[src/rtl/dor_pkg.sv]
package dor_pkg;
   // virtual channel class on a ring link
   typedef enum logic {
      VC_LOW  = 1'b0,
      VC_HIGH = 1'b1
   } vc_class_e;

   // width of a coordinate for a ring of radix k
   function automatic int coord_bits(input int radix);
      return (radix < 2) ? 1 : $clog2(radix);
   endfunction
endpackage

[src/rtl/dor_hop_calc.sv]
module dor_hop_calc #(
   parameter int RADIX_K = 8,
   parameter int CW      = 3
) (
   input  logic [CW-1:0] cur_c,
   input  logic [CW-1:0] dst_c,
   output logic          hops_left,
   output logic          wraps
);
   localparam int HW = CW + 1;
   localparam logic [HW-1:0] K_EXT = HW'(RADIX_K);

   logic [HW-1:0] hop;

   // hop count in the single positive direction, modulo k
   always_comb begin
      if (dst_c >= cur_c) hop = {1'b0, dst_c} - {1'b0, cur_c};
      else                hop = {1'b0, dst_c} + K_EXT - {1'b0, cur_c};
      hops_left = (hop != '0);
      wraps     = (dst_c < cur_c);
   end
endmodule

[src/rtl/dor_dim_select.sv]
module dor_dim_select #(
   parameter int NDIM = 3,
   parameter int PW   = 2
) (
   input  logic [NDIM-1:0] hops_left,
   input  logic [NDIM-1:0] wraps,
   output logic [PW-1:0]   sel_port,
   output logic            sel_vc_high,
   output logic            sel_sink
);
   import dor_pkg::*;
   localparam logic [PW-1:0] SINK_CODE = PW'(NDIM);

   // ascending scan, so the highest dimension with hops left wins
   always_comb begin
      sel_port    = SINK_CODE;
      sel_vc_high = VC_LOW;
      for (int d = 0; d < NDIM; d++) begin
         if (hops_left[d]) begin
            sel_port    = PW'(d);
            sel_vc_high = wraps[d] ? VC_LOW : VC_HIGH;
         end
      end
      sel_sink = ~|hops_left;
   end
endmodule

[src/rtl/dor_flow_ctrl.sv]
module dor_flow_ctrl #(
   parameter int PW = 2
) (
   input  logic          clk,
   input  logic          rst_n,
   input  logic          in_valid,
   output logic          in_ready,
   input  logic          in_head,
   input  logic          in_tail,
   input  logic [PW-1:0] rt_port,
   input  logic          rt_vc_high,
   input  logic          rt_sink,
   input  logic          sink_avail,
   output logic          out_valid,
   input  logic          out_ready,
   output logic [PW-1:0] out_port,
   output logic          out_vc_high,
   output logic          out_head,
   output logic          out_tail,
   output logic          sink_hold
);
   logic          out_free;
   logic          sink_block;
   logic          accept;
   logic [PW-1:0] lat_port;
   logic          lat_vc;

   always_comb begin
      out_free   = !out_valid || out_ready;
      sink_block = in_valid && in_head && rt_sink && !sink_avail;
      in_ready   = out_free && !sink_block;
      accept     = in_valid && in_ready;
   end

   always_ff @(posedge clk or negedge rst_n) begin
      if (!rst_n) begin
         out_valid   <= 1'b0;
         out_port    <= '0;
         out_vc_high <= 1'b0;
         out_head    <= 1'b0;
         out_tail    <= 1'b0;
         lat_port    <= '0;
         lat_vc      <= 1'b0;
         sink_hold   <= 1'b0;
      end else if (accept) begin
         out_valid   <= 1'b1;
         out_head    <= in_head;
         out_tail    <= in_tail;
         out_port    <= in_head ? rt_port    : lat_port;
         out_vc_high <= in_head ? rt_vc_high : lat_vc;
         if (in_head) begin
            lat_port <= rt_port;
            lat_vc   <= rt_vc_high;
         end
         if (in_tail)                sink_hold <= 1'b0;
         else if (in_head && rt_sink) sink_hold <= 1'b1;
      end else if (out_ready) begin
         out_valid <= 1'b0;
      end
   end


   accept_to_valid_chk: assert property (@(posedge clk) disable iff (!rst_n)
      in_valid && in_ready |=> out_valid);


   stall_hold_chk: assert property (@(posedge clk) disable iff (!rst_n)
      out_valid && !out_ready |=> out_valid && $stable(out_port) && $stable(out_vc_high)
                                 && $stable(out_head) && $stable(out_tail));


   body_inherit_chk: assert property (@(posedge clk) disable iff (!rst_n)
      in_valid && in_ready && !in_head |=> out_port == $past(lat_port)
                                          && out_vc_high == $past(lat_vc));


   sink_claim_chk: assert property (@(posedge clk) disable iff (!rst_n)
      $rose(sink_hold) |-> $past(sink_avail));


   sink_release_chk: assert property (@(posedge clk) disable iff (!rst_n)
      in_valid && in_ready && in_tail |=> !sink_hold);
endmodule

[src/rtl/dor_route_unit.sv]
module dor_route_unit #(
   parameter int NDIM    = 3,
   parameter int RADIX_K = 8,
   parameter int CW      = dor_pkg::coord_bits(RADIX_K),
   parameter int PW      = $clog2(NDIM + 1)
) (
   input  logic                 clk,
   input  logic                 rst_n,
   input  logic [NDIM*CW-1:0]   my_coord,
   input  logic                 in_valid,
   output logic                 in_ready,
   input  logic                 in_head,
   input  logic                 in_tail,
   input  logic [NDIM*CW-1:0]   in_dest,
   input  logic                 sink_avail,
   output logic                 out_valid,
   input  logic                 out_ready,
   output logic [PW-1:0]        out_port,
   output logic                 out_vc_high,
   output logic                 out_head,
   output logic                 out_tail,
   output logic                 sink_hold
);
   localparam logic [PW-1:0] SINK_CODE = PW'(NDIM);

   // elaboration-time parameter checks
   if (NDIM < 1) begin : g_bad_ndim
      $error("dor_route_unit: NDIM must be at least 1");
   end
   if (RADIX_K < 2) begin : g_bad_radix
      $error("dor_route_unit: RADIX_K must be at least 2");
   end
   if ((1 << CW) < RADIX_K) begin : g_bad_cw
      $error("dor_route_unit: CW too narrow for RADIX_K");
   end
   if ((1 << PW) < NDIM + 1) begin : g_bad_pw
      $error("dor_route_unit: PW too narrow for NDIM outputs plus sink");
   end

   logic [NDIM-1:0] hops_left;
   logic [NDIM-1:0] wraps;
   logic [PW-1:0]   rt_port;
   logic            rt_vc_high;
   logic            rt_sink;

   for (genvar d = 0; d < NDIM; d++) begin : g_dim
      dor_hop_calc #(.RADIX_K(RADIX_K), .CW(CW)) u_hop (
         .cur_c     (my_coord[d*CW +: CW]),
         .dst_c     (in_dest[d*CW +: CW]),
         .hops_left (hops_left[d]),
         .wraps     (wraps[d])
      );


      coord_range_chk: assert property (@(posedge clk) disable iff (!rst_n)
         in_valid && in_head |-> (32'(in_dest[d*CW +: CW]) < RADIX_K)
                                 && (32'(my_coord[d*CW +: CW]) < RADIX_K));
   end

   dor_dim_select #(.NDIM(NDIM), .PW(PW)) u_sel (
      .hops_left   (hops_left),
      .wraps       (wraps),
      .sel_port    (rt_port),
      .sel_vc_high (rt_vc_high),
      .sel_sink    (rt_sink)
   );

   dor_flow_ctrl #(.PW(PW)) u_flow (
      .clk         (clk),
      .rst_n       (rst_n),
      .in_valid    (in_valid),
      .in_ready    (in_ready),
      .in_head     (in_head),
      .in_tail     (in_tail),
      .rt_port     (rt_port),
      .rt_vc_high  (rt_vc_high),
      .rt_sink     (rt_sink),
      .sink_avail  (sink_avail),
      .out_valid   (out_valid),
      .out_ready   (out_ready),
      .out_port    (out_port),
      .out_vc_high (out_vc_high),
      .out_head    (out_head),
      .out_tail    (out_tail),
      .sink_hold   (sink_hold)
   );


   sink_vc_chk: assert property (@(posedge clk) disable iff (!rst_n)
      out_valid && out_port == SINK_CODE |-> !out_vc_high);


   port_range_chk: assert property (@(posedge clk) disable iff (!rst_n)
      out_valid |-> out_port <= SINK_CODE);
endmodule

[config.mk]
export PLATFORM = sky130hd
export DESIGN_NAME = dor_route_unit
export DESIGN_NICKNAME = d
export VERILOG_FILES = /design/src/rtl/dor_pkg.sv /design/src/rtl/dor_hop_calc.sv /design/src/rtl/dor_dim_select.sv /design/src/rtl/dor_flow_ctrl.sv /design/src/rtl/dor_route_unit.sv
export SDC_FILE = /design/constraint.sdc
export NUM_CORES = 1
export LEC_CHECK = 0
export BUFFER_PORTS_ARGS = -buffer_cell sky130_fd_sc_hd__buf_2
export CAP_MARGIN = 20
export CORE_ASPECT_RATIO = 1.1
export CORE_UTILIZATION = 35
export DETAILED_ROUTE_END_ITERATION = 10
export GPL_ROUTABILITY_DRIVEN = 0
export PLACE_DENSITY_LB_ADDON = 0.05
export SETUP_SLACK_MARGIN = 0.02
export SYNTH_ARGS = -nofsm -noshare
export SYNTH_HDL_FRONTEND = slang
export SYNTH_SLANG_ARGS = --single-unit
export TNS_END_PERCENT = 5
[constraint.sdc]
create_clock -name clk -period 7.55 [get_ports clk]
set_clock_uncertainty 0.1 [all_clocks]
set_input_delay 1.8875 -clock clk [delete_from_list [all_inputs] [get_ports clk]]
set_output_delay 1.8875 -clock clk [all_outputs]
set_load 0.01 [all_outputs]
**Word level (Yosys, flattened, before mapping)**

Cells that the tools add are included.

- Input bits: 25
- Output and inout bits: 8
- Register bits: 7
- Word-level logic and storage cells: 58

- $add $sub $neg: 9
- Reductions and logical operators: 19
- Muxes and demuxes: 18
- Order comparisons: 6

Operators by type and width:

| cell | number |
|---|---|
| $add 3x4->4 const B | 3 |
| $mux 4 | 3 |
| $reduce_bool 4->1 | 3 |
| $sub 3x3->4 | 3 |
| $sub 4x3->4 | 3 |
| $mux 1 | 11 |
| $ge 3x3->1 | 3 |
| $lt 3x3->1 | 3 |
| $mux 2 | 4 |
| $logic_and 1x1->1 | 6 |
| $logic_not 1->1 | 4 |
| $reduce_and 2->1 | 2 |
| $reduce_bool 2->1 | 2 |
| $reduce_or 3->1 | 1 |
| $logic_or 1x1->1 | 1 |

**Longest topological paths before layout**

- Word-level depth: 12
- Depth in mapped cells: 11
- Depth with buffers taken out: 11

**Cells and area by module**

A second synthesis with hierarchy kept.

- Cells, all modules: 90
- Area, all modules: 834.6 um2

Modules (own cells, without submodules):

| module | area an instance (um2) | sequential area each (um2) | cells an instance | times used |
|---|---|---|---|---|
| dor_flow_ctrl | 337.8 | 175.2 | 27 | 1 |
| dor_hop_calc at g_dim[2].u_hop | 155.1 | 0.0 | 18 | 1 |
| dor_hop_calc at g_dim[1].u_hop | 150.1 | 0.0 | 19 | 1 |
| dor_hop_calc at g_dim[0].u_hop | 143.9 | 0.0 | 18 | 1 |
| dor_dim_select | 47.5 | 0.0 | 8 | 1 |

**Worst setup path after synthesis**

Ideal clock, no wire load.

- Path type: input-to-output
- Start: input in_dest[0]
- End: output in_ready
- Stages on the path: 9
- Setup slack: 1777 ps
- Required time: 5562 ps
- Data arrival time: 3785 ps
- Path buffers: 0
- Cell sequence: inv_1 -> ha_1 -> fa_1 -> inv_1 -> fa_1 -> nand3b_1 -> or3_4 -> nor2_8 -> a41oi_1

- Longest elaborated chain between the ends: 10
- Elaborated cells between the ends (all ways): 12
- Those cells by class: 3 x add/sub; 1 x order compare; 1 x mux; 7 x reduce/logical

Ends and longest elaborated chain:

| element | line | source |
|---|---|---|
| start: declaration | dor_route_unit.sv:14 | `input logic [NDIM*CW-1:0] in_dest,` |
| $add 3x4->4 | dor_hop_calc.sv:18 | `else hop = {1'b0, dst_c} + K_EXT - {1'b0, cur_c};` |
| $sub 4x3->4 | dor_hop_calc.sv:18 |  |
| $mux 4 (*) | dor_hop_calc.sv:17 | `if (dst_c >= cur_c) hop = {1'b0, dst_c} - {1'b0, cur_c};` |
| $reduce_bool 4->1 (*) | dor_hop_calc.sv:19 | `hops_left = (hop != '0);` |
| $reduce_or 3->1 (*) | dor_dim_select.sv:24 | `sel_sink = ~\|hops_left;` |
| $logic_not 1->1 (*) | dor_dim_select.sv:24 |  |
| $logic_and 1x1->1 (*) (2 in a row) | dor_flow_ctrl.sv:30 | `sink_block = in_valid && in_head && rt_sink && !sink_avail;` |
| $logic_not 1->1 (*) | dor_flow_ctrl.sv:31 | `in_ready = out_free && !sink_block;` |
| $logic_and 1x1->1 (*) | dor_flow_ctrl.sv:31 |  |
| end: declaration | dor_route_unit.sv:11 | `output logic in_ready,` |

Mark *: on every way between the ends. The rest lies on a longest branch, timed or not.

**Worst setup path in the final report**

- Start: input my_coord[0]
- End: output in_ready

- Longest elaborated chain between the ends: 9
- Elaborated cells between the ends (all ways): 11
- Those cells by class: 2 x add/sub; 1 x order compare; 1 x mux; 7 x reduce/logical

Ends and longest elaborated chain:

| element | line | source |
|---|---|---|
| start: declaration | dor_route_unit.sv:9 | `input logic [NDIM*CW-1:0] my_coord,` |
| $sub 4x3->4, or another cell as far along | dor_hop_calc.sv:18 |  |
| $mux 4 (*) | dor_hop_calc.sv:17 |  |
| $reduce_bool 4->1 (*) | dor_hop_calc.sv:19 |  |
| $reduce_or 3->1 (*) | dor_dim_select.sv:24 |  |
| $logic_not 1->1 (*) | dor_dim_select.sv:24 |  |
| $logic_and 1x1->1 (*) (2 in a row) | dor_flow_ctrl.sv:30 |  |
| $logic_not 1->1 (*) | dor_flow_ctrl.sv:31 |  |
| $logic_and 1x1->1 (*) | dor_flow_ctrl.sv:31 |  |

Marked as above.

==> results_dict.tcl <==
set metrics [dict create \
    maxSlewViolCount 0 \
    clock_latency_ns 0.24 \
    grt_pass1_vias 796 \
    netlist_instances 102 \
    drive_gt1_frac 0.326 \
    grt_overflow_total 0 \
    gr-usage-met3 0.0355 \
    synth_cell_types 36 \
    pwr-share-seq 0.321 \
    dpl_cell_area_mm2 0.00113 \
    nets 179 \
    vias 838 \
    end_kind "output port" \
    antenna_found_initial 0 \
    detail-route-antenna-nets 0 \
    finalInstanceArea_mm2 0.00116 \
    cpMaxStageDelayCell "fa_1" \
    max_freq_mhz 165 \
    fin_crit_ns 6.06 \
    period_share 0.802 \
    power_density_mw_per_mm2 130 \
    clk_pin_slew_ns 0.05 \
    busiest_layer "met2" \
    cpPeakStageDelay_ns 0.41 \
    area_growth_pct 24.2 \
    switchingPower_mw 0.0525 \
    finalSetupTns_ns 0 \
    vdd_drop_max_uv 172 \
    cts_num_sinks 7 \
    outcome "completed" \
    cts_root_buffer "clkbuf_4" \
    hold_viol 0 \
    gr-usage-met2 0.242 \
    p_clk_frac 0.217 \
    io_pins 33 \
    ys_warn_count 0 \
    hold_class "reg -> reg" \
    worstMarginPinSlew_ns 0.366 \
    rsz0062_at_grt "no" \
    firstDrtPassIters 4 \
    power.leakage_nw 0.593 \
    cts_resized 0 \
    dieArea_mm2 0.00287 \
    finalSetupViolCount 0 \
    yosysSeqAreaShare 0.188 \
    multi_input_area_um2 684 \
    slew_headroom 0.755 \
    die_w_um 51.2 \
    numPortBuffers 32 \
    switching_share 0.350 \
    cp_top_family "adder cells" \
    cp_num_buf_inv 3 \
    p_int_mw 0.0974 \
    drv_cap 0 \
    hpwl_um 1610 \
    final-seq-area_um2 175 \
    n_antenna_cell 0 \
    syn_area_um2 931 \
    clk_path_buf_depth 2 \
    grt_pass1_wl_um 3170 \
    postCtsSetupRepairBufs 0 \
    combinationalPowerShare 0.463 \
    syn_area_per_cell_um2 9.13 \
    cp.arrival_ns 4.07 \
    drc 0 \
    num_rows 19 \
    grt_start_max_net_pins 8 \
    via_per_inst 4.96 \
    cts_inserted_buffers 3 \
    track_usage 0.140 \
    wl_per_cell_um 10.7 \
    ys_seq_elements 7 \
    htreeDepth 1 \
    worstSetupPathType "in -> out" \
    cp_max_fo 6 \
    hold_buffers 0 \
    num-fill-cells 281 \
    cts_tree "built" \
    start_util 0.369 \
    worstPathCellList "buf_2, ha_1, fa_1, inv_1, fa_1, nand3b_1, or3_4, nor2_8, a41oi_1, buf_2" \
    drtIter0Drc 10 \
    die_h_um 56.1 \
    synth.net_count 142 \
    ff2ff_setup_slack_ns 6.16 \
    cp_data_required_time_ns 5.56 \
    use_met1 0.173 \
    coreArea_mm2 0.00252 \
    routed_wl_um 1810 \
    cp-start-kind "input pin" \
]
## power by group through the flow
| stage | sequential (mW) | clock [mW] | combinational, mW |
|---|---|---|---|
| 2_1_floorplan | 0.0516 | 0 | 0.0428 |
| 3_3_place_gp | 0.0484 | 0 | 0.0689 |
| 3_5_place_dp | 0.0491 | 0 | 0.0699 |
| 4_1_cts | 0.0485 | 0.0336 | 0.0701 |
| 5_1_grt | 0.0490 | 0.0359 | 0.0782 |
| 6_report | 0.0481 | 0.0325 | 0.0694 |
## worst paths after layout
| check | from | to | cells after the start |
|---|---|---|---|
| worst min-delay path | u_flow.out_head$_DFFE_PN0P_ | u_flow.out_head$_DFFE_PN0P_ | 1 |
| worst max-delay path | my_coord[0] | in_ready | 10 |
| worst max register to register | u_flow.out_valid$_DFFE_PN0P_ | u_flow.out_vc_high$_DFFE_PN0P_ | 4 |
| worst min register to register | u_flow.out_head$_DFFE_PN0P_ | u_flow.out_head$_DFFE_PN0P_ | 1 |
| max in group asynchronous | rst_n | u_flow.out_valid$_DFFE_PN0P_ | 1 |
| min in group asynchronous | rst_n | u_flow.out_vc_high$_DFFE_PN0P_ | 1 |
## metrics by stage
| step | instances | hold WS (ns) | setup WS, ns | total power [mW] | utilization |
|---|---|---|---|---|---|
| final | 169 | 0.386 | 1.49 | 0.150 | 0.459 |
| after global routing | 169 | 0.401 | 1.33 | 0.163 | 0.459 |
| after CTS | 169 | 0.388 | 1.46 | 0.152 | 0.459 |
| after detailed placement | 165 | 0.375 | 1.47 | 0.119 | 0.448 |
| after global placement | 165 | 0.385 | 1.51 | 0.117 | 0.448 |
| after floorplan | 102 | 0.429 | 1.78 | 0.0943 | - |
## state kept, by name (all words and copies together), names as in the netlist
name                flops
u_flow.out_port         2
u_flow.out_head         1
u_flow.out_tail         1
u_flow.out_valid        1
u_flow.out_vc_high      1
u_flow.sink_hold        1
## cells in the final DEF, fill, tap and decap left out, drive strengths merged, types with 2 or more instances in the layout
cell type  netlist  layout
a211oi           2       2
a21o             2       2
a21oi            8       8
a31oi            3       3
a41oi            2       2
and3             2       2
buf              0      32
clkbuf           0       4
dfrtp            7       7
fa               6       6
ha               9       9
inv             19      19
mux2             2       2
nand2            5       5
nand3            3       3
nor2             6       6
nor2b            3       3
nor3b            2       2
nor4b            2       2
o21ai            5       5
xor2             2       2
## synthesized netlist by cell type
| master | number | share of area |
|---|---|---|
| a211oi_2 | 2 | 0.027 |
| a21o_1 | 2 | 0.016 |
| a21oi_1 | 7 | 0.038 |
| a21oi_2 | 1 | 0.0094 |
| a221oi_1 | 1 | 0.0094 |
| a31oi_1 | 2 | 0.013 |
| a31oi_4 | 1 | 0.023 |
| a41oi_1 | 2 | 0.019 |
| and3_1 | 2 | 0.013 |
| dfrtp_1 | 7 | 0.19 |
| fa_1 | 6 | 0.13 |
| ha_1 | 9 | 0.12 |
| inv_1 | 19 | 0.077 |
| mux2_4 | 2 | 0.032 |
| nand2_1 | 5 | 0.020 |
| nand2b_1 | 1 | 0.0067 |
| nand3_1 | 3 | 0.016 |
| nand3b_1 | 1 | 0.0081 |
| nor2_1 | 4 | 0.016 |
| nor2_2 | 1 | 0.0067 |
| nor2_8 | 1 | 0.022 |
| nor2b_1 | 3 | 0.020 |
| nor3b_1 | 2 | 0.016 |
| nor4b_1 | 2 | 0.019 |
| nor4bb_1 | 1 | 0.011 |
| o211ai_2 | 1 | 0.013 |
| o21a_1 | 1 | 0.0081 |
| o21ai_0 | 4 | 0.022 |
| o21ai_1 | 1 | 0.0054 |
| o22a_1 | 1 | 0.0094 |
| o22ai_1 | 1 | 0.0067 |
| o32a_1 | 1 | 0.011 |
| or2b_1 | 1 | 0.0081 |
| or3_4 | 1 | 0.012 |
| or3b_1 | 1 | 0.0094 |
| xor2_1 | 2 | 0.019 |
## worst reg2reg max path, stage by stage, from the launching register on
cell and delay (ns):
dfrtp_1 0.38, nand2b_1 0.11, nand3_1 0.16, a21oi_2 0.20, mux2_4 0.32
## final cells by class
class	instances	share of cell area
Sequential cell	7	0.152
Inverter	19	0.0617
Clock buffer	4	0.0227
Multi-Input combinational cell	76	0.592
Tap cell	31	0.0335
Timing Repair Buffer	32	0.139
## routing by layer
| metal | part of all wire | routed length (µm) |
|---|---|---|
| met5 | 0 | 0 |
| met4 | 0 | 0 |
| met3 | 0.042 | 76 |
| met2 | 0.52 | 946 |
| met1 | 0.43 | 784 |
## cell families (layout without fill, tap and decap cells)
kind of cell	after synthesis	count (layout)	share of synthesized area
AO/OA/AOI/OAI	28	28	0.230
XOR/XNOR	2	2	0.0188
adder cells (fa/ha/maj)	15	15	0.250
buffers and inverters	19	55	0.0766
flip-flops	7	7	0.188
multiplexers	2	2	0.0323
AND/OR/NAND/NOR	29	29	0.204
Power figures use the tool's default switching activity.
